## config.mk

```make
export PLATFORM = sky130hd
export DESIGN_NAME = mem_route_top
export DESIGN_NICKNAME = d
export VERILOG_FILES = /design/src/rtl/mem_route_pkg.sv /design/src/rtl/mr_fetch_decode.sv /design/src/rtl/mr_data_decode.sv /design/src/rtl/mr_rdata_return.sv /design/src/rtl/mem_route_top.sv
export SDC_FILE = /design/constraint.sdc
export NUM_CORES = 1
export LEC_CHECK = 0
export CAP_MARGIN = 20
export CORE_MARGIN = 1.5
export CORE_UTILIZATION = 66
export CTS_BUF_LIST = sky130_fd_sc_hd__clkbuf_8
export CTS_CLUSTER_DIAMETER = 80
export DETAILED_ROUTE_END_ITERATION = 7
export DONT_BUFFER_PORTS = 1
export GPL_TIMING_DRIVEN = 0
export HOLD_SLACK_MARGIN = 0.08
export PLACE_DENSITY = 0.92
export SLEW_MARGIN = 40
export SYNTH_ARGS = -nofsm -noshare
export SYNTH_HDL_FRONTEND = slang
export SYNTH_HIERARCHICAL = 1
export SYNTH_SLANG_ARGS = --single-unit
```

## constraint.sdc

```tcl
create_clock -name clk -period 2.15 [get_ports clk]
set_input_delay 0.3225 -clock clk [delete_from_list [all_inputs] [get_ports clk]]
set_output_delay 0.3225 -clock clk [all_outputs]
set_load 0.02 [all_outputs]
```

## src/rtl/mem_route_pkg.sv

```systemverilog
// Package: shared types for the code/data address router.
// Assumes nothing beyond the users importing it.
package mem_route_pkg;

    // Source of the byte returned one cycle after an access
    typedef enum logic [1:0] {
        SRC_NONE = 2'd0,
        SRC_ROM  = 2'd1,
        SRC_XRAM = 2'd2,
        SRC_EXT  = 2'd3
    } rd_src_e;

endpackage

```

## src/rtl/mr_fetch_decode.sv

```systemverilog
// Fetch decoder: says whether a code address is served by the on-chip ROM.
// Assumes the ROM occupies code space from address zero upward and that
// strap_q is the captured external-access strap (1 = on-chip ROM enabled).
module mr_fetch_decode #(
    parameter int ADDR_W    = 16,
    parameter int ROM_BYTES = 32768
) (
    input  logic              strap_q,
    input  logic [ADDR_W-1:0] addr_i,
    output logic              hit_rom_o
);

    localparam logic [ADDR_W:0] ROM_LIMIT = (ADDR_W+1)'(ROM_BYTES);

    // ROM hit when enabled by strap and the address lies below the ROM limit
    always_comb begin
        hit_rom_o = strap_q && ({1'b0, addr_i} < ROM_LIMIT);
    end

endmodule

```

## src/rtl/mr_data_decode.sv

```systemverilog
// Data decoder: forms the effective external-data address (full or short
// form) and says whether it falls in the on-chip XRAM window at the top.
// Assumes the window size is a power of two and ends at the top of space.
module mr_data_decode #(
    parameter int ADDR_W     = 16,
    parameter int SHORT_W    = 8,
    parameter int XRAM_BYTES = 1024
) (
    input  logic                      short_i,
    input  logic [ADDR_W-1:0]         addr_i,
    input  logic [ADDR_W-SHORT_W-1:0] page_i,
    output logic [ADDR_W-1:0]         eff_addr_o,
    output logic                      hit_xram_o,
    output logic [ADDR_W-1:0]         xram_off_o
);

    localparam int                XRAM_BASE_I = (1 << ADDR_W) - XRAM_BYTES;
    localparam logic [ADDR_W-1:0] XRAM_BASE   = XRAM_BASE_I[ADDR_W-1:0];

    // Effective address: page byte on top for the short form
    always_comb begin
        if (short_i) begin
            eff_addr_o = {page_i, addr_i[SHORT_W-1:0]};
        end else begin
            eff_addr_o = addr_i;
        end
    end

    // Window hit and offset into the XRAM
    always_comb begin
        hit_xram_o = (eff_addr_o >= XRAM_BASE);
        xram_off_o = eff_addr_o - XRAM_BASE;
    end

endmodule

```

## src/rtl/mr_rdata_return.sv

```systemverilog
// Read return: registers which source an accepted read targeted and, in the
// following cycle, steers that source's read byte to the output.
// Assumes at most one of the select strobes is high per cycle.
module mr_rdata_return
    import mem_route_pkg::*;
#(
    parameter int DATA_W = 8
) (
    input  logic              clk,
    input  logic              rst_n,
    input  logic              rd_rom_i,
    input  logic              rd_xram_i,
    input  logic              rd_ext_i,
    input  logic [DATA_W-1:0] rom_rdata_i,
    input  logic [DATA_W-1:0] xram_rdata_i,
    input  logic [DATA_W-1:0] ext_rdata_i,
    output logic [DATA_W-1:0] rdata_o,
    output logic              rvalid_o
);

    rd_src_e src_q;
    rd_src_e src_d;

    // Encode the read source for this cycle
    always_comb begin
        if (rd_rom_i) begin
            src_d = SRC_ROM;
        end else if (rd_xram_i) begin
            src_d = SRC_XRAM;
        end else if (rd_ext_i) begin
            src_d = SRC_EXT;
        end else begin
            src_d = SRC_NONE;
        end
    end

    // Hold the source for one cycle; cleared by reset
    always_ff @(posedge clk) begin
        if (!rst_n) begin
            src_q <= SRC_NONE;
        end else begin
            src_q <= src_d;
        end
    end

    // Return mux driven by the registered source
    always_comb begin
        rvalid_o = (src_q != SRC_NONE);
        unique case (src_q)
            SRC_ROM:  rdata_o = rom_rdata_i;
            SRC_XRAM: rdata_o = xram_rdata_i;
            SRC_EXT:  rdata_o = ext_rdata_i;
            default:  rdata_o = '0;
        endcase
    end

endmodule

```

## src/rtl/mem_route_top.sv

```systemverilog
// Code and external-data router. Routes each fetch to on-chip ROM or the
// external bus (by captured strap and ROM size), each data access to the
// on-chip XRAM window or the external bus, and returns read data one cycle
// later. Assumes the core never raises fetch and data requests together;
// if it does, both are dropped and proto_err_o is raised.
module mem_route_top #(
    parameter int ADDR_W     = 16,
    parameter int DATA_W     = 8,
    parameter int SHORT_W    = 8,
    parameter int ROM_BYTES  = 32768,
    parameter int XRAM_BYTES = 1024
) (
    input  logic                      clk,
    input  logic                      rst_n,
    input  logic                      strap_i,
    input  logic                      fetch_req_i,
    input  logic [ADDR_W-1:0]         fetch_addr_i,
    input  logic                      data_req_i,
    input  logic                      data_we_i,
    input  logic                      data_short_i,
    input  logic [ADDR_W-1:0]         data_addr_i,
    input  logic [ADDR_W-SHORT_W-1:0] data_page_i,
    input  logic [DATA_W-1:0]         rom_rdata_i,
    input  logic [DATA_W-1:0]         xram_rdata_i,
    input  logic [DATA_W-1:0]         ext_rdata_i,
    output logic                      rom_cs_o,
    output logic                      xram_cs_o,
    output logic [ADDR_W-1:0]         int_addr_o,
    output logic                      ext_req_o,
    output logic [ADDR_W-1:0]         ext_addr_o,
    output logic                      ext_is_data_o,
    output logic                      ext_we_o,
    output logic                      proto_err_o,
    output logic [DATA_W-1:0]         rdata_o,
    output logic                      rvalid_o
);

    logic              strap_q;
    logic              fetch_ok;
    logic              data_ok;
    logic              f_hit_rom;
    logic              d_hit_xram;
    logic [ADDR_W-1:0] d_eff_addr;
    logic [ADDR_W-1:0] d_xram_off;
    logic              rd_rom;
    logic              rd_xram;
    logic              rd_ext;

    // Capture the strap on every reset edge; hold it afterwards
    always_ff @(posedge clk) begin
        if (!rst_n) begin
            strap_q <= strap_i;
        end
    end

    // Accept exactly one request kind per cycle, nothing during reset
    always_comb begin
        fetch_ok    = rst_n && fetch_req_i && !data_req_i;
        data_ok     = rst_n && data_req_i && !fetch_req_i;
        proto_err_o = rst_n && fetch_req_i && data_req_i;
    end

    mr_fetch_decode #(
        .ADDR_W    (ADDR_W),
        .ROM_BYTES (ROM_BYTES)
    ) u_fetch (
        .strap_q   (strap_q),
        .addr_i    (fetch_addr_i),
        .hit_rom_o (f_hit_rom)
    );

    mr_data_decode #(
        .ADDR_W     (ADDR_W),
        .SHORT_W    (SHORT_W),
        .XRAM_BYTES (XRAM_BYTES)
    ) u_data (
        .short_i    (data_short_i),
        .addr_i     (data_addr_i),
        .page_i     (data_page_i),
        .eff_addr_o (d_eff_addr),
        .hit_xram_o (d_hit_xram),
        .xram_off_o (d_xram_off)
    );

    // Drive selects, bus request and addresses for the accepted access
    always_comb begin
        rom_cs_o      = fetch_ok && f_hit_rom;
        xram_cs_o     = data_ok && d_hit_xram;
        ext_is_data_o = data_ok && !d_hit_xram;
        ext_req_o     = (fetch_ok && !f_hit_rom) || ext_is_data_o;
        ext_we_o      = ext_is_data_o && data_we_i;
        ext_addr_o    = fetch_ok ? fetch_addr_i : d_eff_addr;
        int_addr_o    = fetch_ok ? fetch_addr_i : d_xram_off;
    end

    // Read strobes: every fetch reads, data reads only when not writing
    always_comb begin
        rd_rom  = rom_cs_o;
        rd_xram = xram_cs_o && !data_we_i;
        rd_ext  = ext_req_o && !ext_we_o;
    end

    mr_rdata_return #(
        .DATA_W (DATA_W)
    ) u_ret (
        .clk          (clk),
        .rst_n        (rst_n),
        .rd_rom_i     (rd_rom),
        .rd_xram_i    (rd_xram),
        .rd_ext_i     (rd_ext),
        .rom_rdata_i  (rom_rdata_i),
        .xram_rdata_i (xram_rdata_i),
        .ext_rdata_i  (ext_rdata_i),
        .rdata_o      (rdata_o),
        .rvalid_o     (rvalid_o)
    );

endmodule

```

==> results.sh, run 1 <==
export IMPL_grt_pass1_wl_um=3730
export IMPL_syn_area_um2=1290
export IMPL_synth_compound_area_share_pct=8.54
export IMPL_fin_cells=151
export IMPL_grt_setup_unrepaired="false"
export IMPL_grt_max_degree=11
export IMPL_netlist_area_leader_share_pct=34.9
export IMPL_gp_congestion=0.734
export IMPL_synthTopCellsByCount="mux2_4 (30), buf_4 (18), mux2_2 (14)"
export IMPL_p_seq_share_pct=11.6
export IMPL_avgSynthCellArea_um2=10.6
export IMPL_finalMaxSlewViolations=0
export IMPL_hold_viol=0
export IMPL_cts_root_buf="clkbuf_8"
export IMPL_max_freq_mhz=481
export IMPL_postCtsSetupRepairBufs=0
export IMPL_synthSimpleGateAreaFrac_pct=14.5
export IMPL_wire_per_inst_um=18.9
export IMPL_power_switching_uw=200
export IMPL_synth_nets=194
export IMPL_met2_length_um=1500
export IMPL_period_minus_slack_ns=2.08
export IMPL_combPwrFrac_pct=59.5
export IMPL_multi_input_area_um2=1020
export IMPL_critPathLaunchType="input port"
export IMPL_initial_core_util_pct=72.4
export IMPL_synth_most_common_cell="mux2_4"
export IMPL_die_y_um=47.2
export IMPL_syn_to_final_growth_pct=7.57
export IMPL_routed_via_density=6.06
export IMPL_seq_area_frac_synth_pct=5.43
export IMPL_p_sw_share_pct=36.9
export IMPL_setup_tns_final_ns=0
export IMPL_clkTransAtPathRegs_ns=0.03
export IMPL_p_int_uw=343
export IMPL_htreeDepth=1
export IMPL_io_buffers=0
export IMPL_relSlewSlack_pct=67.0
export IMPL_synthMuxAreaShare_pct=50.5
export IMPL_regArea_um2=70.1
export IMPL_core_region_area_um2=1780
export IMPL_status="finished clean"
export IMPL_vdd_drop_max_uv=259
export IMPL_tightest_slew_ns=0.494
export IMPL_antenna_found_initial=0
export IMPL_finClkSkew_ns=0.000681
export IMPL_synth_seq_cells=3
export IMPL_path_cells="buf_6 > mux2i_1 > inv_1 > ha_2 > o21ai_2 > nor3_2 > and4bb_4 > and2_4"
export IMPL_crit_required_ns=1.83
export IMPL_diodes=0
export IMPL_leakage_uw=0.000722
export IMPL_synth_largest_area_cell="mux2_4"
export IMPL_wl_met1_um=1070
export IMPL_synthArstFlopShare_pct=0
export IMPL_wirelength_um=2860
export IMPL_synth_edf_count=1
export IMPL_drtIter0Drc=3
export IMPL_fin_nets=199
export IMPL_dp_hpwl_um=2380
export IMPL_slowest_stage="and4bb_4"
export IMPL_cts_buffer_depth=2
export IMPL_place_inst=147
export IMPL_grt_overflow=0
export IMPL_p_clk_share_pct=28.8
export IMPL_cpPeakStageDelay_ns=0.40
export IMPL_crit_family="simple AND/OR/NAND/NOR gates"
export IMPL_detail_route_first_pass_iterations=2
export IMPL_dr_max_layer_used="met4"
export IMPL_drc=0
export IMPL_arrival_ns=1.75
export IMPL_crit_fanout=10
export IMPL_track_usage_pct=23.0
export IMPL_synth_top_family_by_area="multiplexers"
export IMPL_endpoint_kind="primary output"
export IMPL_vias=915
export IMPL_synthXorXnorAreaFrac_pct=2.72
export IMPL_synth_ff_type="dfxtp_1"
export IMPL_antenna_left=0
export IMPL_synthAdderAreaFrac_pct=0.970
export IMPL_min_path_type="input port to flip-flop"
export IMPL_synthTopCellsByArea="mux2_4 (35%), mux2_2 (12%), buf_4 (10%)"
export IMPL_yosysUniqueCellTypes=34
export IMPL_power_density_nw_per_um2=392
export IMPL_path_class="input port to primary output"
export IMPL_setup_viol=0
export IMPL_fp_dieArea_um2=2230
export IMPL_fin_crit_sh_pct=96.6
export IMPL_path_buf_inv=2
export IMPL_wl_met3_um=277
export IMPL_insertion_delay_ns=0.21
export IMPL_synth_cells=122
export IMPL_cts_tree="built"
export IMPL_die_x_um=47.2
export IMPL_drive_gt1_share_pct=66.7
export IMPL_placementRows=15
export IMPL_yosysWarnings=6
export IMPL_grt_pass1_vias=878
export IMPL_cts_buffers=3
export IMPL_cts_sinks=3
export IMPL_drv_cap=0
export IMPL_io_pins=118
export IMPL_fillers=122
cell type report:
cell class	count	share of cell area [%]
inverters	6	1.62
well taps	25	2.25
clock buffers	3	2.98
clock inverters	1	0.271
flip-flops and latches	3	5.05
plain buffers	25	14.5
multi-input cells	88	73.3
cell usage in the layout, fill, tap and decap left out, types with 2 or more instances in the layout:
cell type	netlist	layout
buf_6	5	5
a22o_1	8	8
buf_4	18	18
o21a_1	3	3
xnor2_1	3	3
nor3b_1	3	3
mux2i_1	3	3
buf_2	2	2
mux2_4	30	31
and3_1	2	2
nor2_1	2	2
nor2b_1	3	3
dfxtp_1	2	2
mux2_2	14	13
clkbuf_8	0	3
inv_1	5	6
power groups by stage:
| stage | sequential [uW] | combinational [uW] | clock (uW) |
|---|---|---|---|
| 3_3_place_gp | 63.8 | 315 | 0 |
| 2_1_floorplan | 63.7 | 298 | 0 |
| 3_5_place_dp | 64.0 | 320 | 0 |
| 4_1_cts | 63.3 | 323 | 158 |
| 5_1_grt | 63.4 | 341 | 160 |
| 6_report | 63.2 | 324 | 157 |
repair_timing:
action,4_1_cts,5_1_grt
hold buffers,0,0
pin swaps,1,1
endpoints found under the setup margin,1,1
gates cloned,0,0
resized for setup,3,3
metrics by stage:
step | utilization (%) | setup slack, ns | total power (uW) | cell area [um2] | hold WS (ns)
2_1_floorplan | - | 0.0323 | 361 | 1290 | 0.421
5_1_grt | 77.8 | 0.0110 | 565 | 1390 | 0.204
3_3_place_gp | 74.2 | -0.116 | 378 | 1320 | 0.421
4_1_cts | 77.4 | 0.0147 | 544 | 1380 | 0.206
6_report | 77.8 | 0.0730 | 544 | 1390 | 0.206
3_5_place_dp | 74.2 | -0.194 | 384 | 1320 | 0.421
worst paths after layout:
kind / slack, ns / cells after the start / start / end
setup / recovery: 0.07 / 8 / data_short_i / ext_we_o
hold / removal: 0.21 / 0 / strap_i / strap_q
setup reg to reg: 0.93 / 5 / strap_q / u_ret/src_q[0]
hold reg to reg: 0.90 / 5 / strap_q / u_ret/src_q[1]
per-layer routing:
layer	up-vias	GRT usage (%)
met5	-	0
met4	0	4.44
met3	2	5.38
met2	68	45.2
met1	410	24.7
li1	435	-
logic make-up after synthesis:
logic type | count (synthesis)
and+or+nand+nor | 22
muxes | 48
buffers and inverters | 31
DFF | 3
xor gates and xnor gates | 4
AOI/OAI and AO/OA | 13
adders and majority gates | 1
flip-flops by register name, summed over array words and instances, names as in the netlist:
name,count
strap_q,1
u_ret/src_q,2
worst reg2reg max path: stages (launching register included):
cell,delay (ns)
edfxtp_1,0.36
nor2b_4,0.14
nor3b_1,0.23
o21a_1,0.18
nor2b_1,0.13
o21a_1,0.12
Power figures use the tool's default switching activity.
==> inputs of run 2 (changes only) <==
- CORE_UTILIZATION: 66 -> 40
- PLACE_DENSITY: 0.92 -> 0.64
- REMOVE_ABC_BUFFERS: not set -> 1
- SYNTH_HIERARCHICAL: 1 -> not set
==> results.sh, run 2 <==
export IMPL_cpPeakStageDelay_ns=0.68
export IMPL_io_pins=118
export IMPL_clkTransAtPathRegs_ns=0.03
export IMPL_crit_required_ns=1.83
export IMPL_critPathLaunchType="input port"
export IMPL_yosysWarnings=0
export IMPL_crit_family="compound AO/OA/AOI/OAI gates"
export IMPL_htreeDepth=1
export IMPL_ctsHoldBuffers=0
export IMPL_slowest_stage="a21oi_1"
export IMPL_rr_worst_depth=4
export IMPL_drc=0
export IMPL_yosysUniqueCellTypes=34
export IMPL_grt_max_degree=20
export IMPL_largest_reg_flops=2
export IMPL_path_class="input port to primary output"
export IMPL_core_region_area_um2=2170
export IMPL_setup_viol=0
export IMPL_synth_most_common_cell="nand2_1"
export IMPL_postLayoutCoreUtil_pct=40.5
export IMPL_power_density_nw_per_um2=516
export IMPL_vias=872
export IMPL_p_total_uw=453
export IMPL_wirelength_um=2380
export IMPL_multi_input_area_um2=717
export IMPL_finalMaxSlewViolations=0
export IMPL_cts_root_buf="clkbuf_8"
export IMPL_hold_path_end="strap_q"
export IMPL_fin_crit_sh_pct=94.9
export IMPL_path_buf_inv=1
export IMPL_rr_startpoint="strap_q"
export IMPL_path_cells="nand3b_1 > buf_4 > a21oi_1"
export IMPL_timing_reg2reg_setup_slack_ns=1.17
export IMPL_io_buffers=0
export IMPL_cts_buffers=3
export IMPL_placementRows=17
export IMPL_dp_slack_ns=0.115
export IMPL_final_common_cell="nand2_1"
export IMPL_drive_gt1_share_pct=20.3
export IMPL_syn_to_final_growth_pct=-3.04
export IMPL_fin_nets=191
export IMPL_hold_depth=0
export IMPL_max_freq_mhz=490
export IMPL_layout_common_cells="nand2_1 (29), nor2_1 (15), mux2_2 (10), a21oi_1 (9), a22o_1 (8)"
export IMPL_diodes=0
export IMPL_cts_tree="built"
export IMPL_cts_resized_gates=0
export IMPL_hp_start="strap_i"
export IMPL_arrival_ns=1.72
export IMPL_synthTopCellsByCount="nand2_1 (29), nor2_1 (15), a21oi_1 (10), buf_4 (10), mux2_2 (10)"
export IMPL_grt_setup_unrepaired="false"
export IMPL_relSlewSlack_pct=43.3
export IMPL_gp_congestion=0.704
export IMPL_tightest_slew_ns=0.854
export IMPL_syn_area_um2=906
export IMPL_postCtsSetupRepairBufs=0
export IMPL_dp_hpwl_um=2040
export IMPL_vdd_drop_max_uv=221
export IMPL_hold_viol=0
export IMPL_status="finished clean"
export IMPL_seq_area_frac_synth_pct=7.73
export IMPL_cts_buffer_depth=2
export IMPL_synth_edf_count=1
export IMPL_period_minus_slack_ns=2.04
export IMPL_track_usage_pct=16.8
export IMPL_reg_top3="u_ret.src_q: 2 flops, strap_q: 1 flops"
export IMPL_largest_register="u_ret.src_q"
export IMPL_detail_route_first_pass_iterations=5
export IMPL_grt_pass1_vias=772
export IMPL_setup_tns_final_ns=0
export IMPL_drtIter0Drc=7
export IMPL_fp_dieArea_um2=2560
export IMPL_initial_core_util_pct=41.8
export IMPL_die_y_um=50.6
export IMPL_routed_via_density=5.97
export IMPL_r2r_end="u_ret.src_q[1]"
export IMPL_setup_ws_ns=0.110
export IMPL_cts_sinks=3
export IMPL_drv_cap=0
export IMPL_synthTopCellsByArea="mux2_2 (12%), nand2_1 (12%), buf_4 (8.3%)"
export IMPL_synth_largest_area_cell="mux2_2"
export IMPL_avgSynthCellArea_um2=6.92
export IMPL_synth_seq_cells=3
export IMPL_wire_per_inst_um=16.3
export IMPL_grt_overflow=0
export IMPL_synth_ff_type="dfxtp_1"
export IMPL_antenna_left=0
export IMPL_finClkSkew_ns=0.000219
export IMPL_endpoint_kind="primary output"
export IMPL_whs_ns=0.203
export IMPL_antenna_found_initial=0
export IMPL_fillers=245
export IMPL_min_path_type="input port to flip-flop"
export IMPL_grt_pass1_wl_um=3270
export IMPL_die_x_um=50.6
export IMPL_crit_fanout=19
export IMPL_synth_cells=131
export IMPL_regArea_um2=70.1
export IMPL_netlist_area_leader_share_pct=12.4
export IMPL_insertion_delay_ns=0.21
export IMPL_synthArstFlopShare_pct=0
export IMPL_leakage_uw=0.000413
-- run 2: cell count changes after synthesis, moves of 3 or more --
| cell | previous run | this run |
|---|---|---|
| buf_4 | 18 | 10 |
| o21a_1 | 3 | 0 |
| nand2_1 | 1 | 29 |
| buf_2 | 2 | 5 |
| nand3b_1 | 0 | 3 |
| inv_1 | 5 | 0 |
| buf_6 | 5 | 1 |
| nor2_1 | 2 | 15 |
| mux2_2 | 14 | 10 |
| a21oi_1 | 0 | 10 |
| mux2i_1 | 3 | 6 |
| mux2_4 | 30 | 0 |
-- run 2: kinds of logic after synthesis --
group	after synthesis	share of synthesized area [%]
buffers and inverters	19	13.5
muxes	16	19.1
xor gates and xnor gates	4	3.87
adders and majority gates	1	1.38
AOI/OAI and AO/OA	23	18.5
DFF	3	7.74
and+or+nand+nor	65	35.9
-- run 2: power by group --
part	leakage [uW]	total [uW]	internal, uW	switching [uW]
registers	0.0000263	69.2	63.0	6.19
clock network	0.0000269	159	122	37.4
logic	0.000359	225	66.0	159
total	0.000413	453	250	203
-- run 2: cell type report --
cell class                 instances  area share, %
multi-input combinational        109           81.6
inverter                           1          0.427
tap                               28           3.99
clock inverter                     1          0.427
clock buffer                       3           4.70
timing repair buffer               1          0.855
sequential                         3           7.98
-- run 2: routing by layer --
| metal | track usage [%] | share of wire, % | vias up |
|---|---|---|---|
| met5 | 0 | 0 | - |
| li1 | - | - | 424 |
| met2 | 31.4 | 52 | 60 |
| met3 | 5.65 | 9.9 | 0 |
| met4 | 7.21 | 0 | 0 |
| met1 | 16.6 | 38 | 388 |
-- run 2: worst max path at each step --
stage	start	end	slack (ns)	cells after the start
2_1_floorplan	data_req_i	ext_addr_o[8]	0.08	2
3_3_place_gp	data_req_i	int_addr_o[9]	-0.17	2
3_5_place_dp	data_req_i	int_addr_o[8]	0.11	3
4_1_cts	data_req_i	int_addr_o[8]	0.11	3
5_1_grt	data_req_i	int_addr_o[9]	0.03	3
6_report	data_req_i	int_addr_o[9]	0.11	3
-- run 2: stage by stage --
stage	std cells	cell area (um2)
after global routing	146	878
after detailed placement	142	830
final	146	878
after CTS	146	875
after global placement	141	822
after floorplan	113	787
-- run 2: worst reg2reg max path, cell delays in order (launching register included) --
cell	delay [ns]
edfxtp_1	0.34
nor2b_1	0.15
nor3b_1	0.26
nor2_1	0.08
nor2_1	0.08
==> inputs of run 3 (changes only) <==
- ABC_AREA: not set -> 1
==> results.sh, run 3 <==
export IMPL_drive_gt1_share_pct=14.5
export IMPL_initial_core_util_pct=42.1
export IMPL_cts_tree="built"
export IMPL_insertion_delay_ns=0.22
export IMPL_track_usage_pct=18.5
export IMPL_r2r_end="u_ret.src_q[1]"
export IMPL_final_common_cell="nand2_1"
export IMPL_timing_reg2reg_setup_slack_ns=1.26
export IMPL_synth_edf_count=1
export IMPL_min_path_type="input port to flip-flop"
export IMPL_yosysUniqueCellTypes=22
export IMPL_detail_route_first_pass_iterations=4
export IMPL_synth_most_common_cell="nand2_1"
export IMPL_postLayoutCoreUtil_pct=41.6
export IMPL_layout_common_cells="nand2_1 (87), inv_1 (24), nand3_1 (13)"
export IMPL_drtIter0Drc=18
export IMPL_io_buffers=0
export IMPL_cts_resized_gates=0
export IMPL_power_density_nw_per_um2=509
export IMPL_combPwrFrac_pct=51.1
export IMPL_p_int_uw=231
export IMPL_vdd_drop_max_uv=251
export IMPL_hold_viol=0
export IMPL_grt_pass1_wl_um=3690
export IMPL_fin_crit_sh_pct=89.3
export IMPL_drc=0
export IMPL_clkTransAtPathRegs_ns=0.03
export IMPL_avgSynthCellArea_um2=5.10
export IMPL_largest_register="u_ret.src_q"
export IMPL_grt_overflow=0
export IMPL_cts_sinks=3
export IMPL_synth_cells=181
export IMPL_fp_dieArea_um2=2610
export IMPL_finClkSkew_ns=0.00266
export IMPL_setup_viol=0
export IMPL_p_sw_share_pct=50.2
export IMPL_drv_cap=0
export IMPL_die_x_um=51.0
export IMPL_synthTopCellsByCount="nand2_1 (87), inv_1 (23), nand3_1 (13)"
export IMPL_endpoint_kind="primary output"
export IMPL_hp_start="strap_i"
export IMPL_critPathLaunchType="input port"
export IMPL_rr_worst_depth=3
export IMPL_period_minus_slack_ns=1.92
export IMPL_grt_pass1_vias=905
export IMPL_leakage_uw=0.000514
export IMPL_crit_fanout=18
export IMPL_syn_area_um2=923
export IMPL_dp_hpwl_um=2080
export IMPL_p_total_uw=464
export IMPL_fillers=231
export IMPL_cts_buffer_depth=2
export IMPL_place_inst=195
export IMPL_seq_area_frac_synth_pct=7.59
export IMPL_ctsHoldBuffers=0
export IMPL_netlist_area_leader_share_pct=35.4
export IMPL_crit_path_frequent_cell="nand2_1"
export IMPL_fin_nets=245
export IMPL_slowest_stage="nor2_4"
export IMPL_crit_required_ns=1.83
export IMPL_hold_path_end="strap_q"
export IMPL_cts_buffers=3
export IMPL_path_class="input port to primary output"
export IMPL_status="finished clean"
export IMPL_io_pins=118
export IMPL_synth_ff_type="dfxtp_1"
export IMPL_max_freq_mhz=521
export IMPL_yosysWarnings=0
export IMPL_synthArstFlopShare_pct=0
export IMPL_largest_reg_flops=2
export IMPL_wirelength_um=2600
export IMPL_p_seq_share_pct=14.1
export IMPL_path_cells="nand2_1 > nor2_4 > inv_2 > nand2_1 > nand2_2 > nand2_1 > o21ai_0"
export IMPL_antenna_found_initial=0
export IMPL_diodes=0
export IMPL_arrival_ns=1.60
export IMPL_grt_max_degree=25
export IMPL_htreeDepth=1
export IMPL_placementRows=17
export IMPL_power_switching_uw=233
export IMPL_antenna_left=0
export IMPL_rr_startpoint="strap_q"
export IMPL_synthTopCellsByArea="nand2_1 (35%), inv_1 (9.3%), buf_4 (8.9%)"
export IMPL_cts_root_buf="clkbuf_8"
export IMPL_postCtsSetupRepairBufs=0
export IMPL_synth_largest_area_cell="nand2_1"
export IMPL_hold_depth=0
export IMPL_wire_per_inst_um=13.0
export IMPL_routed_via_density=5.37
export IMPL_fin_cells=200
export IMPL_tightest_slew_ns=0.712
export IMPL_die_y_um=51.0
export IMPL_gp_congestion=0.791
export IMPL_p_clk_share_pct=34.9
export IMPL_vias=1074
export IMPL_finalMaxSlewViolations=0
export IMPL_synth_seq_cells=3
export IMPL_setup_ws_ns=0.230
export IMPL_grt_setup_unrepaired="false"
export IMPL_cpPeakStageDelay_ns=0.35
export IMPL_relSlewSlack_pct=52.1
export IMPL_reg_top3="u_ret.src_q: 2 flops, strap_q: 1 flops"
export IMPL_dp_slack_ns=0.102
export IMPL_syn_to_final_growth_pct=-1.22
export IMPL_core_region_area_um2=2190
==> run 3: changes by cell type after synthesis, moves of 10 or more <==
cell / change
a21oi_1: -10
nand3_1: +11
mux2_2: -10
inv_1: +23
nand2_1: +58
==> run 3: routing by layer <==
layer	part of all wire, %	GRT usage [%]	up-vias
li1	-	-	535
met1	33	17.1	466
met2	55	37.9	67
met3	10	3.80	6
met4	1.5	8.11	0
met5	0	0	-
==> run 3: layout make-up <==
cell class / instances / area (um2) / area share [%]
Clock buffer: 3 / 41.3 / 4.53
Clock inverter: 1 / 3.75 / 0.412
Inverter: 24 / 90.1 / 9.88
Multi-Input combinational cell: 141 / 672 / 73.7
Sequential cell: 3 / 70.1 / 7.68
Tap cell: 28 / 35.0 / 3.84
==> run 3: power by group through the flow <==
stage | Combinational (uW) | Sequential, uW | Clock [uW]
after floorplan | 210 | 65.7 | 0
after global placement | 231 | 65.9 | 0
after detailed placement | 238 | 66.1 | 0
after CTS | 238 | 65.3 | 165
after global routing | 261 | 66.2 | 171
final | 237 | 65.3 | 162
==> run 3: per-stage QoR <==
stage / hold WS (ns) / TNS, ns / area (um2)
6_report: 0.201 / 0 / 912
5_1_grt: 0.193 / 0 / 912
4_1_cts: 0.197 / 0 / 906
3_5_place_dp: 0.421 / 0 / 861
3_3_place_gp: 0.421 / -0.0664 / 848
2_1_floorplan: 0.421 / 0 / 813
==> run 3: critical path, delay by kind of cell <==
family | cells | cell delay, ns
and+or+nand+nor | 5 | 0.78
buffers and inverters | 1 | 0.23
AOI/OAI and AO/OA | 1 | 0.24
==> run 3: worst max-delay path by stage <==
stage,start,to,depth (start not counted)
after floorplan,rst_n,ext_addr_o[8],4
after global routing,rst_n,int_addr_o[12],7
after detailed placement,rst_n,int_addr_o[12],7
after CTS,rst_n,int_addr_o[12],7
final,rst_n,int_addr_o[12],7
after global placement,rst_n,ext_addr_o[9],4
==> run 3: cells by family (layout without fill, tap and decap cells) <==
family,Yosys count,after routing,share of synthesized area (%)
and+or+nand+nor,125,126,59.5
adders and majority gates,1,1,1.35
DFF,3,3,7.59
buffers and inverters,38,28,21.7
AOI/OAI and AO/OA,14,14,9.89
